## src/rtl/clkdiv_pkg.sv

```systemverilog
// Shared definitions for the gated programmable-duty clock divider.
// Assumes: field selection is a single bit on both read and write ports.
package clkdiv_pkg;

    // Field selector encoding used by the write and read ports
    typedef enum logic {
        SEL_DIV  = 1'b0,
        SEL_HIGH = 1'b1
    } field_sel_e;

endpackage

```

## src/rtl/clkdiv_regs.sv

```systemverilog
// Field register file: stores the divide field and, when HAS_HIGH is set,
// the high-time field. Reads are combinational.
// Assumes: one write per cycle; the high-time value is stored raw (no clamping).
module clkdiv_regs
    import clkdiv_pkg::*;
#(
    parameter int DIV_W    = 4,
    parameter bit HAS_HIGH = 1'b1
) (
    input  logic             clk,
    input  logic             rst_n,
    input  logic             wr_en,
    input  logic             wr_sel,
    input  logic [DIV_W-1:0] wr_data,
    input  logic             rd_sel,
    output logic [DIV_W-1:0] rd_data,
    output logic [DIV_W-1:0] div_q,
    output logic [DIV_W-1:0] hi_q
);

    // Divide field storage; zero means gated
    always_ff @(posedge clk) begin
        if (!rst_n)
            div_q <= '0;
        else if (wr_en && field_sel_e'(wr_sel) == SEL_DIV)
            div_q <= wr_data;
    end

    generate
        if (HAS_HIGH) begin : g_high_field
            // High-time field storage
            always_ff @(posedge clk) begin
                if (!rst_n)
                    hi_q <= '0;
                else if (wr_en && field_sel_e'(wr_sel) == SEL_HIGH)
                    hi_q <= wr_data;
            end
        end else begin : g_no_high_field
            assign hi_q = '0;
        end
    endgenerate

    // Read multiplexer
    always_comb begin
        rd_data = (field_sel_e'(rd_sel) == SEL_DIV) ? div_q : hi_q;
    end

endmodule

```

## src/rtl/clkdiv_hi_map.sv

```systemverilog
// Maps the stored fields to the effective high-time count that the period
// engine latches. With a high-time field the value is clamped to the divide
// value. Without one it is half the divide value, rounded down.
// Assumes: purely combinational; the engine samples it only at boundaries.
module clkdiv_hi_map #(
    parameter int DIV_W    = 4,
    parameter bit HAS_HIGH = 1'b1
) (
    input  logic [DIV_W-1:0] div_val,
    input  logic [DIV_W-1:0] hi_val,
    output logic [DIV_W-1:0] eff_hi
);

    generate
        if (HAS_HIGH) begin : g_clamp
            // Clamp a programmed high time that exceeds the period
            always_comb begin
                eff_hi = (hi_val > div_val) ? div_val : hi_val;
            end
        end else begin : g_half
            // Fixed near-half duty; larger half is the high phase
            always_comb begin
                eff_hi = div_val >> 1;
            end
        end
    endgenerate

endmodule

```

## src/rtl/clkdiv_engine.sv

```systemverilog
// Period engine: counts 0..N within each period, latches new settings only
// at a period boundary, and drives the registered output clock.
// Assumes: cfg_hi is already no greater than cfg_div; a zero active divide
// value means gated, and every gated cycle counts as a boundary.
module clkdiv_engine #(
    parameter int DIV_W = 4
) (
    input  logic             clk,
    input  logic             rst_n,
    input  logic [DIV_W-1:0] cfg_div,
    input  logic [DIV_W-1:0] cfg_hi,
    output logic             clk_out
);

    logic [DIV_W-1:0] cnt;
    logic [DIV_W-1:0] act_div;
    logic [DIV_W-1:0] act_hi;
    logic [DIV_W-1:0] cnt_inc;
    logic             boundary;
    logic             out_q;

    // Boundary detect: gated, or last cycle of the running period
    always_comb begin
        boundary = (act_div == '0) || (cnt == act_div);
        cnt_inc  = cnt + 1'b1;
    end

    // Counter, settings latch and registered output
    always_ff @(posedge clk) begin
        if (!rst_n) begin
            cnt     <= '0;
            act_div <= '0;
            act_hi  <= '0;
            out_q   <= 1'b0;
        end else if (boundary) begin
            cnt     <= '0;
            act_div <= cfg_div;
            act_hi  <= cfg_hi;
            out_q   <= (cfg_div != '0);
        end else begin
            cnt     <= cnt_inc;
            out_q   <= (cnt_inc <= act_hi);
        end
    end

    assign clk_out = out_q;


    gated_stays_low_chk: assert property (@(posedge clk) disable iff (!rst_n)
        (act_div == '0 && cfg_div == '0) |=> !clk_out);


    cnt_in_range_chk: assert property (@(posedge clk) disable iff (!rst_n)
        cnt <= act_div);


    cnt_step_chk: assert property (@(posedge clk) disable iff (!rst_n)
        !boundary |=> (cnt == $past(cnt) + 1'b1));


    period_starts_high_chk: assert property (@(posedge clk) disable iff (!rst_n)
        (boundary && cfg_div != '0) |=> clk_out);


    high_within_window_chk: assert property (@(posedge clk) disable iff (!rst_n)
        clk_out |-> (act_div != '0 && cnt <= act_hi));


    hi_not_above_div_chk: assert property (@(posedge clk) disable iff (!rst_n)
        act_hi <= act_div);


    settings_hold_chk: assert property (@(posedge clk) disable iff (!rst_n)
        !boundary |=> ($stable(act_div) && $stable(act_hi)));

endmodule

```

## src/rtl/gated_duty_clkdiv.sv

```systemverilog
// Top of the gated programmable-duty clock divider: field registers, the
// high-time mapping (selected by HAS_HIGH) and the period engine.
// Assumes: all logic runs in the input clock domain; reset is synchronous.
module gated_duty_clkdiv #(
    parameter int DIV_W    = 4,
    parameter bit HAS_HIGH = 1'b1
) (
    input  logic             clk,
    input  logic             rst_n,
    input  logic             wr_en,
    input  logic             wr_sel,
    input  logic [DIV_W-1:0] wr_data,
    input  logic             rd_sel,
    output logic [DIV_W-1:0] rd_data,
    output logic             clk_out
);

    logic [DIV_W-1:0] div_q;
    logic [DIV_W-1:0] hi_q;
    logic [DIV_W-1:0] eff_hi;

    clkdiv_regs #(
        .DIV_W    (DIV_W),
        .HAS_HIGH (HAS_HIGH)
    ) regs_i (
        .clk     (clk),
        .rst_n   (rst_n),
        .wr_en   (wr_en),
        .wr_sel  (wr_sel),
        .wr_data (wr_data),
        .rd_sel  (rd_sel),
        .rd_data (rd_data),
        .div_q   (div_q),
        .hi_q    (hi_q)
    );

    clkdiv_hi_map #(
        .DIV_W    (DIV_W),
        .HAS_HIGH (HAS_HIGH)
    ) hi_map_i (
        .div_val (div_q),
        .hi_val  (hi_q),
        .eff_hi  (eff_hi)
    );

    clkdiv_engine #(
        .DIV_W (DIV_W)
    ) engine_i (
        .clk     (clk),
        .rst_n   (rst_n),
        .cfg_div (div_q),
        .cfg_hi  (eff_hi),
        .clk_out (clk_out)
    );


    reset_state_chk: assert property (@(posedge clk)
        !rst_n |=> (!clk_out && div_q == '0));

endmodule

```

## config.mk

```make
export PLATFORM = sky130hd
export DESIGN_NAME = gated_duty_clkdiv
export DESIGN_NICKNAME = d
export VERILOG_FILES = /design/src/rtl/clkdiv_pkg.sv /design/src/rtl/clkdiv_regs.sv /design/src/rtl/clkdiv_hi_map.sv /design/src/rtl/clkdiv_engine.sv /design/src/rtl/gated_duty_clkdiv.sv
export SDC_FILE = /design/constraint.sdc
export NUM_CORES = 1
export LEC_CHECK = 0
export BUFFER_PORTS_ARGS = -buffer_cell sky130_fd_sc_hd__buf_2
export CORE_UTILIZATION = 51
export CTS_CLUSTER_SIZE = 30
export DETAILED_ROUTE_END_ITERATION = 7
export PLACE_DENSITY = 0.71
export SYNTH_ARGS = -nofsm -noshare
export SYNTH_HDL_FRONTEND = slang
export SYNTH_HIERARCHICAL = 1
export SYNTH_SLANG_ARGS = --single-unit
```

## constraint.sdc

```tcl
create_clock -name clk -period 1.75 [get_ports clk]
set_input_delay 0 -clock clk [delete_from_list [all_inputs] [get_ports clk]]
set_output_delay 0 -clock clk [all_outputs]
set_load 0.1 [all_outputs]
```

==> Word-level counts from Yosys, hierarchy flattened <==
Cells that the tools add are included.
{ "op_classes": {"n_addsub": 1, "order_cmp": 2, "n_eq_ne": 1, "mux": 3, "bitwise_logic": 2, "reduce_logical": 6} }
{ "op_table": {"columns": ["op", "n"], "rows": [
  ["$mux 4", 2],
  ["$add 4x1->4 const B", 1],
  ["$eq 4x4->1", 1],
  ["$gt 4x4->1", 1],
  ["$le 4x4->1", 1],
  ["$logic_not 4->1", 1],
  ["$reduce_bool 4->1", 1],
  ["$logic_and 1x1->1", 2],
  ["$not 1->1", 2],
  ["$reduce_or 2->1", 1],
  ["$logic_or 1x1->1", 1],
  ["$mux 1", 1]
]} }
{ "totals": {"regBits": 21, "in_bits": 9, "output_inout_bits": 5} }

==> Depth between registers and ports, before layout <==
Gate-level depths: netlist of the first run.
{ "logic_depth": {"word_depth": 3, "ltp_mapped": 8} }

==> Hierarchy <==
Netlist of the first run, hierarchy kept.
{ "modules_own_cells": {"columns": ["mod", "instances", "cells_per_inst", "area_per_inst_um2", "seq_area_each_um2"], "rows": [
  ["clkdiv_engine", 1, 63, 646.9, 260.2],
  ["clkdiv_regs", 1, 37, 374.1, 160.2],
  ["clkdiv_hi_map", 1, 17, 171.4, 0.0]
]} }

==> Worst setup path after synthesis of the first run <==
OpenSTA, ideal clock, no wires.
{ "synth_timing": {"kind": "reg2reg", "startpoint": "reg regs_i.div_q[3]", "endpoint": "reg engine_i.act_hi[0]", "t_arrival_ns": 1.626, "setup_slack_ns": 0.008, "path_stages_with_launch": 8, "path_buffers": 0, "synth_period_minus_slack_ns": 1.742, "cell_sequence": "dfxtp_1 -> inv_1 -> ha_1 -> and4_2 -> a21oi_4 -> mux2_1 -> mux2i_1 -> nor2b_1"} }
{ "synth_via": {"elab_chain_cells": 2} }
{ "synth_lines": {"columns": ["item", "line", "source"], "rows": [
  ["start, declared", "clkdiv_regs.sv:17", "output logic [DIV_W-1:0] div_q,"],
  ["start signal, assigned", "clkdiv_regs.sv:26", "div_q <= wr_data;"],
  ["$gt 4x4->1", "clkdiv_hi_map.sv:18", "eff_hi = (hi_val > div_val) ? div_val : hi_val;"],
  ["$mux 4", "clkdiv_hi_map.sv:18", null],
  ["net eff_hi[0]", "gated_duty_clkdiv.sv:20", "logic [DIV_W-1:0] eff_hi;"],
  ["end signal, assigned", "clkdiv_engine.sv:38", "act_hi <= cfg_hi;"],
  ["end, declared", "clkdiv_engine.sv:17", "logic [DIV_W-1:0] act_hi;"]
]} }
The timed path passes the listed nets, and every way through them passes these cells.
A chain may end at the register's enable or synchronous reset.

==> Worst setup path after layout of the first run <==
{ "layout_timing": {"startpoint": "reg regs_i.div_q[1]", "endpoint": "reg engine_i.act_hi[2]"} }
The elaborated chain is that of the path after synthesis.

==> metrics, run 1 <==
Worst-Margin Slew around 500 ps; Worst R2R End engine_i/act_hi[2]; R2R Setup Slk -60 ps; RSZ-0062 raised after global routing yes; Die H ~50 µm; Final Hold Fails 0; antenna diode count 0; Longest Clk Path Bufs 2; total of max-cap violations 0; Netlist cell types 33; crit path DAT about 2000 ps; syn nets 135; pwr dens approximately 730 nW/µm²; PnR worst setup slack -62.8 ps; static leakage between 0.6 and 0.7 nW; Layout area overhead 20.8%; CTS sink count 21; GRT busiest layer met2; CP Launch Type register; CTS buffer count 3; initial antenna violation count 0; Critical Path End Type register; NumNets Final approximately 160; IO Pins 14; 1st-pass router iterations 4; routed wire length between 2000 and 2500 µm; Avg Inst Size Synth about 10 µm²; WL per Instance ~13 µm; via count about 900; commonest non-fill, non-tap cell in the layout dfxtp_1; worst hold path type in2reg; RR Startpoint regs_i/div_q[1]; post-synthesis cell count about 120; Residual DRC 0; met3 Use GR 0.0364; Final Wtd Congestion 0.820; GRT met1 Usage 0.248; vias in the first global route ~910; CTS tree done; status finished, violations left; Sw Ratio 0.317; Pint between 700 and 800 µW; Via-to-Cell Ratio around 5.2; total gr overflow 0; Switching Power around 330 µW; row cnt 17; Clock Latency Late Sink just over 300 ps; Crit Path Category reg2reg; initial DRC count 11; global-route wire length before repair roughly 4000 µm; Yosys reg bits 21; Port Buf Inserts 13; Final Slew Violations 0; Gate power share 0.280; ANT nets after route 0; Sequential Power Share 0.489; most frequent cells in the layout dfxtp_1 (17), mux2i_1 (14), nand2_1 (14); part of the power in the clock network 0.232; CP startpoint regs_i/div_q[1]; Peak VDD IR between 0.4 and 0.5 mV; Hold Startpoint wr_en; Synth Warn # 6; GRT Util Overall 0.211; Setup violations, final 1; met2 Usage GRT 0.376; WP data required 1960 ps; Relative slew margins 0.674; Post-Syn Area about 1200 µm²; largest net degree at the start of global routing 26; fmax around 0.55 GHz; Setup WS pre-CTS -29.3 ps; Die Span X ~50 µm; Core Util, Final 0.651; layout cells sized above 1 0.347; failing checks setup timing; Die ar. roughly 2500 µm²; fin crit share 1.04; min cycle time layout 1810 ps; placed insts approximately 160; Core Area between 2000 and 2500 µm²; post-synthesis sequential area ratio 0.353; CTS H-tree depth 1; worst-path maximum fanout 4; Worst Skew between 4 and 5 ps; clk root buf clkbuf_4; detailed placer's ending HPWL 1640 µm; Critical Path End engine_i/act_hi[2]; Worst-path clk slew 120 ps; reg2reg path depth 8; Post-Layout Cell Count approximately 170; starting density of the core 0.539
==> per-layer routing <==
metal	wire, µm	vias to the layer above
met5	0	-
met4	36	0
met3	44	5
met2	1130	10
met1	1080	415
li1	-	456
==> layout make-up <==
type	count	area, µm²
well taps	28	35.0
inverters	7	26.3
fillers	182	772
repair buffers	28	188
multi-input cells	84	738
flip-flops and latches	21	425
clock inverters	1	5.00
clock buffers	3	22.5
==> state kept, by name, indices dropped and copies added, names as in the netlist <==
name,count
engine_i/act_div,4
engine_i/act_hi,4
engine_i/clk_out,1
engine_i/cnt,4
regs_i/div_q,4
regs_i/hi_q,4
==> worst max-delay path: stages, from the launching register on <==
cell and delay, ps:
dfxtp_2 350, inv_2 40, ha_4 250, nor2b_4 130, o211ai_2 120, a21oi_4 250
mux2_4 330, mux2i_2 170, nor2b_1 70
==> repair_timing <==
| action | 4_1_cts | 5_1_grt |
|---|---|---|
| gates cloned | 0 | 0 |
| pin swaps | 1 | 3 |
| resized for setup | 6 | 7 |
| setup endpoints to repair | 4 | 5 |
| hold buffers | 4 | 0 |
| buffers inserted | 0 | 1 |
| hold endpoints to repair | 8 | 0 |
==> synth_stat cells, drive strengths merged <==
master / n / area share
mux2i: 15 / 0.13
inv: 7 / 0.022
buf: 4 / 0.038
o211ai: 1 / 0.010
clkbuf: 1 / 0.0031
xnor2: 5 / 0.037
nand2b: 3 / 0.016
and2: 1 / 0.0073
a21boi: 1 / 0.0063
mux2: 8 / 0.079
and2b: 1 / 0.0084
nand4: 2 / 0.010
or4: 1 / 0.0063
a21oi: 2 / 0.018
xor2: 1 / 0.0073
nand3: 1 / 0.0042
o41a: 1 / 0.0094
nor2: 1 / 0.0031
and4: 1 / 0.0084
nor2b: 9 / 0.054
o21ai: 2 / 0.0084
dfxtp: 21 / 0.35
ha: 9 / 0.094
nand2: 14 / 0.044
o21a: 1 / 0.0063
and3: 3 / 0.016
a31oi: 1 / 0.0052
==> worst min-delay path by stage <==
| stage | to | slack (ps) | cells after the start |
|---|---|---|---|
| floorplan | engine_i/clk_out | 140 | 2 |
| global placement | regs_i/hi_q[3] | 270 | 3 |
| detailed placement | regs_i/div_q[1] | 280 | 3 |
| CTS | regs_i/div_q[1] | 40 | 3 |
| global route | regs_i/div_q[1] | 50 | 3 |
| finish | regs_i/div_q[1] | 40 | 3 |
==> cell families (layout without fill, tap and decap cells) <==
| kind of cell | count (synthesis) | count (layout) | share of synthesized area |
|---|---|---|---|
| muxes | 23 | 23 | 0.205 |
| DFF | 21 | 21 | 0.353 |
| and+or+nand+nor | 37 | 37 | 0.177 |
| adders and majority gates | 9 | 9 | 0.0944 |
| AOI/OAI and AO/OA | 9 | 9 | 0.0640 |
| xor gates and xnor gates | 6 | 6 | 0.0441 |
| buffers and inverters | 12 | 39 | 0.0630 |
==> power by group through the flow <==
stage          Sequential, mW  Clock [mW]  Combinational, mW
4_1_cts                 0.512       0.251              0.276
5_1_grt                 0.515       0.269              0.316
6_report                0.513       0.243              0.294
2_1_floorplan           0.543           0              0.185
3_5_place_dp            0.521           0              0.259
3_3_place_gp            0.521           0              0.252
==> through the flow <==
stage / TNS (ps) / hold slack (ps) / power [mW] / area [µm²]
6_report: -62.8 / 37.5 / 1.05 / 1440
5_1_grt: -381 / 47.3 / 1.10 / 1440
4_1_cts: 0 / 37.5 / 1.04 / 1410
2_1_floorplan: 0 / 138 / 0.728 / 1190
3_5_place_dp: -62.5 / 278 / 0.780 / 1320
3_3_place_gp: -1.23 / 270 / 0.773 / 1320
(Power assumes the default switching activity.)
==> run 2, diff against run 1 <==
==> constraint.sdc (replaced) <==
create_clock -name clk -period 1.75 [get_ports clk]
set_input_delay 0.0875 -clock clk [delete_from_list [all_inputs] [get_ports clk]]
set_output_delay 0.0875 -clock clk [all_outputs]
set_load 0.1 [all_outputs]
==> run 2 against run 1 <==
Against the previous run: the flow still finishes with violations (setup timing); register-to-register slack about the same; worst hold slack got worse by 6.2 ps; wire length decreased by 4.8%; first-iteration DRC count decreased by 64%; power decreased by 1.4%; count of clock-buffer cells in the layout unchanged; cell count decreased by 2.9%; fmax increased by 0.52%; die area unchanged; critical path type unchanged.
==> metrics, run 2 (same netlist as run 1, synthesis figures left out) <==
status finished, violations left; failing checks setup timing; CP Launch Type register; 1st-pass router iterations 4; detailed placer's ending HPWL between 1500 and 2000 µm; worst hold path type in2reg; via count between 800 and 900; pwr dens about 740 nW/µm²; Worst-Margin Slew 495 ps; CTS tree done; Die ar. ~2500 µm²; Setup WS pre-CTS -29.3 ps; initial antenna violation count 0; largest net degree at the start of global routing 26; final hold slack ~31 ps; Worst-path clk slew about 120 ps; NumNets Final 158; fmax 0.554 GHz; CTS H-tree depth 1; Hold Path End regs_i/div_q[1]; Hold Startpoint wr_data[1]; Critical Path End Type register; static leakage ~0.61 nW; fillcell total a little under 200; R2R Setup Slk -50 ps; multi-input logic area about 740 µm²; fin crit share 1.03; global-route wire length before repair between 3000 and 4000 µm; PnR worst setup slack -53.5 ps; CTS sink count 21; Longest Clk Path Bufs 2; Setup Fix Bufs, Post-CTS 0; Clock Latency Late Sink 310 ps; fin area approximately 1400 µm²; Final Hold Fails 0; clk root buf clkbuf_4; Core Area 2210 µm²; Layout area overhead 16.8%; ANT nets after route 0; reg2reg path depth 8; Die Span X 50.4 µm; worst-path maximum fanout 4; starting density of the core 0.539; antenna diode count 0; Core Util, Final 0.630; WL per Instance ~13 µm; row cnt 17; Crit Path Category reg2reg; Via-to-Cell Ratio ~5.2; Setup violations, final 1; Hold Crit Depth 3; DP Area ~1300 µm²; register area around 430 µm²; Worst R2R End engine_i/act_hi[2]; RSZ-0062 raised after global routing yes; total of max-cap violations 0; commonest non-fill, non-tap cell in the layout dfxtp_1; IO Pins 14; Peak VDD IR approximately 0.5 mV; most frequent cells in the layout dfxtp_1 (17), mux2i_1 (14), nand2_1 (14); Worst Skew between 1 and 1.5 ps; Final Wtd Congestion 0.820; Final Slew Violations 0; total gr overflow 0; GRT Util Overall 0.204; CTS buffer count 3; Tot Pwr approximately 1.0 mW; WP data required 1960 ps; min cycle time layout between 1500 and 2000 ps; Residual DRC 0; layout cells sized above 1 0.353; initial DRC count 4; vias in the first global route approximately 900; Die H roughly 50 µm; routed wire length about 2200 µm; Relative slew margins 0.673; crit path DAT 2020 ps; Port Buf Inserts 13; RR Startpoint regs_i/div_q[1]
[run 2: cell count changes in the layout (fill, tap and decap cells not counted)]
| cell | change |
|---|---|
| buf_4 | -1 |
| dlygate4sd3_1 | -4 |
[run 2: worst max-delay path by stage]
| stage | start | to | slack (ps) | depth (start not counted) |
|---|---|---|---|---|
| after floorplan | regs_i/div_q[3] | engine_i/act_hi[0] | 8 | 7 |
| after CTS | regs_i/div_q[1] | engine_i/act_hi[2] | 10 | 8 |
| after global routing | regs_i/div_q[1] | engine_i/act_hi[2] | -110 | 8 |
| after detailed placement | regs_i/div_q[3] | engine_i/act_hi[1] | -30 | 7 |
| after global placement | regs_i/div_q[3] | engine_i/act_hi[0] | -1 | 7 |
| final | regs_i/div_q[1] | engine_i/act_hi[2] | -50 | 8 |
[run 2: per-stage QoR]
stage | TNS [ps] | std cells
6_report | -53.5 | 167
5_1_grt | -297 | 167
4_1_cts | 0 | 167
3_5_place_dp | -62.5 | 163
3_3_place_gp | -1.23 | 163
2_1_floorplan | 0 | 117
[run 2: report_power, final]
part	internal, mW	switching [mW]	total [mW]
Sequential	0.500	0.0127	0.512
Combinational	0.122	0.159	0.281
Clock	0.0855	0.155	0.241
[run 2: cell type report]
class,instances,share of cell area
Tap cell,28,0.0252
Inverter,7,0.0189
Sequential cell,21,0.305
Timing Repair Buffer,23,0.101
Multi-Input combinational cell,84,0.530
Clock buffer,3,0.0162
Clock inverter,1,0.00359
[run 2: worst max-delay path, stage by stage, from the launching register on]
cell and delay (ps):
dfxtp_2 350, inv_2 40, ha_4 250, nor2b_4 130, o211ai_2 120, a21oi_4 250, mux2_4 330, mux2i_2 170
nor2b_1 70
[run 2: what timing repair did]
action	in CTS	in global routing
gates resized for setup	6	7
hold buffers	0	0
pin swaps	1	3
setup endpoints to repair	4	5
endpoints found under the hold margin	0	0
[run 2: per-layer routing]
metal | GRT usage | vias to the layer above | routed length [µm]
li1 | - | 451 | -
met1 | 0.242 | 395 | 1060
met2 | 0.360 | 10 | 1040
met3 | 0.0364 | 5 | 47
met4 | 0.0833 | 0 | 36
met5 | 0 | - | 0
==> run 3, diff against run 2 <==
--- a/config.mk
+++ b/config.mk
@@ -12,5 +12,4 @@
 export PLACE_DENSITY = 0.71
 export SYNTH_ARGS = -nofsm -noshare
 export SYNTH_HDL_FRONTEND = slang
-export SYNTH_HIERARCHICAL = 1
 export SYNTH_SLANG_ARGS = --single-unit
==> run 3 against run 2 <==
Against the previous run: the run now ends clean; global-route usage increased by 3.8 points; first-iteration DRC count rose by 75%; flip-flop and latch count is the same; area after synthesis rose by 3.0%; sequential power increased by 2%; utilization rose by 3.9 points; clock power down 2%; highest routed layer unchanged.
==> metrics, run 3 <==
status finished clean; antenna diode count 0; Main synth FF type dfxtp_1; asr flop ratio synth 0; Post-synth EDFFs 0; 1st-pass router iterations 2; Final Hold Fails 0; IO Pins 14; Final Slew Violations 0; initial DRC count 7; hold_buf cts 0; Post-Route Setup TNS 0 ps; Peak VDD IR approximately 0.44 mV; routed wire length 2730 µm; crit path DAT between 1500 and 2000 ps; synth top area cells dfxtp_1 (34%), ha_1 (9.2%), nand2_1 (4.6%); Port Buf Inserts 13; Clock Latency Late Sink 290 ps; layout cells sized above 1 0.331; Netlist cell types 35; Layout area overhead 21.5%; WL per Instance around 14 µm; Yosys reg bits 21; worst hold path type in2reg; post-synth top area share 0.342; Die ar. 2610 µm²; global-route wire length before repair ~4700 µm; largest net degree at the start of global routing 15; fillcell total about 190; NumNets Final 179; row cnt 17; pwr dens between 700 and 800 nW/µm²; Residual DRC 0; Synth Warn # 0; detailed placer's ending HPWL between 2000 and 2500 µm; Post-synth top cells dfxtp_1 (21), nand2_1 (15), nor2_1 (11); GRT busiest layer met2; most frequent cells in the layout nand2_1 (15), dfxtp_1 (15), buf_2 (13); min cycle time layout 1660 ps; Worst Skew ~1.8 ps; met3 Use GR 0.0417; Longest Clk Path Bufs 2; GRT met1 Usage 0.266; Relative slew margins 0.676; Worst-path clk slew ~120 ps; Critical Path End Type register; CTS tree done; Avg Inst Size Synth around 9.0 µm²; Die Span X a little over 50 µm; CTS H-tree depth 1; GRT Util Overall 0.242; Synth area leader dfxtp_1; reg2reg path depth 6; Final Wtd Congestion slightly below 0.9; ANT nets after route 0; Critical Path End engine_i.act_hi[0]; vias in the first global route about 1100; Post-Syn Area about 1200 µm²; met2 Usage GRT 0.450; CTS sink count 21; static leakage roughly 0.61 nW; Via-to-Cell Ratio around 5.6; Core Area about 2200 µm²; CP startpoint regs_i.div_q[1]; initial antenna violation count 0; RSZ-0062 raised after global routing no; Die H approximately 51 µm; Setup violations, final 0; worst-path maximum fanout 8; via count ~1100; total gr overflow 0; CTS buffer count 3; R2R Setup Slk roughly 95 ps; most frequent cell after synthesis dfxtp_1; Crit Path Category reg2reg; syn nets between 150 and 200; post-synthesis sequential area ratio 0.342; starting density of the core 0.550; post-synthesis cell count about 140; Worst R2R End engine_i.act_hi[0]; fmax about 0.6 GHz; Worst-Margin Slew 490 ps; WP data required approximately 2000 ps; multi-input logic area between 800 and 900 µm²; Tot Pwr 1.07 mW; total of max-cap violations 0; clk root buf clkbuf_4; register area 430 µm²; RR Startpoint regs_i.div_q[1]; fin crit share 0.946; CP Launch Type register
-- run 3: cell types whose count changed after synthesis, sizes merged, moves of 5 or more --
cell   delta
mux2i    -11
nor2     +10
o21ai     +5
nor2b     -6
a21oi     +8
mux2      -7
-- run 3: area by class of cell --
class / count / share of cell area
Clock buffer: 4 / 0.0176
Inverter: 9 / 0.0226
Multi-Input combinational cell: 103 / 0.554
Sequential cell: 21 / 0.288
Tap cell: 28 / 0.0235
Timing Repair Buffer: 23 / 0.0939
-- run 3: cells by family (layout without fill, tap and decap cells) --
family,Yosys count,after routing,share of synthesized area
simple gates,53,53,0.259
compound gates,31,31,0.175
flops,21,21,0.342
buf+inv,12,36,0.0367
fa+ha+maj,9,9,0.0917
xor+xnor,5,5,0.0540
mux,5,5,0.0418
-- run 3: how the worst min path moves through the flow --
stage,start,endpoint,slack [ps],depth (start not counted)
floorplan,rst_n,engine_i.act_div[0],220,2
global placement,wr_data[1],regs_i.div_q[1],340,3
detailed placement,wr_data[3],regs_i.div_q[3],350,3
CTS,wr_data[3],regs_i.hi_q[3],40,3
global route,wr_data[3],regs_i.hi_q[3],20,3
finish,wr_data[3],regs_i.hi_q[3],40,3
-- run 3: report_power, final --
| part | total, mW | internal [mW] | switching (mW) |
|---|---|---|---|
| registers | 0.522 | 0.503 | 0.0195 |
| clock network | 0.235 | 0.0886 | 0.146 |
| logic | 0.314 | 0.121 | 0.193 |
-- run 3: worst max-delay path: stages, from the launching register on --
cell and delay [ps]:
dfxtp_2 360, inv_1 60, ha_1 310, nor2b_4 170, o311ai_4 140, or3b_4 410
a31oi_1 150
-- run 3: timing repair --
action / in CTS / in global routing
pin swaps: 0 / 4
resized for setup: 1 / 17
setup buffers: 0 / 0
endpoints found under the setup margin: 1 / 5
-- run 3: per-layer routing --
layer | share of wire | routed length [µm]
met5 | 0 | 0
met4 | 0.023 | 63
met3 | 0.019 | 52
met2 | 0.52 | 1420
met1 | 0.44 | 1190
-- run 3: metrics by stage --
| step | instances | area, µm² | worst slack (ps) | hold WS, ps | util |
|---|---|---|---|---|---|
| finish | 188 | 1490 | 94.9 | 38.9 | 0.668 |
| global placement | 184 | 1400 | 97.6 | 338 | 0.629 |
| CTS | 188 | 1430 | 0.727 | 37.0 | 0.641 |
| floorplan | 136 | 1240 | 111 | 221 | - |
| global route | 188 | 1490 | 1.72 | 20.6 | 0.668 |
| detailed placement | 184 | 1400 | 11.7 | 353 | 0.629 |
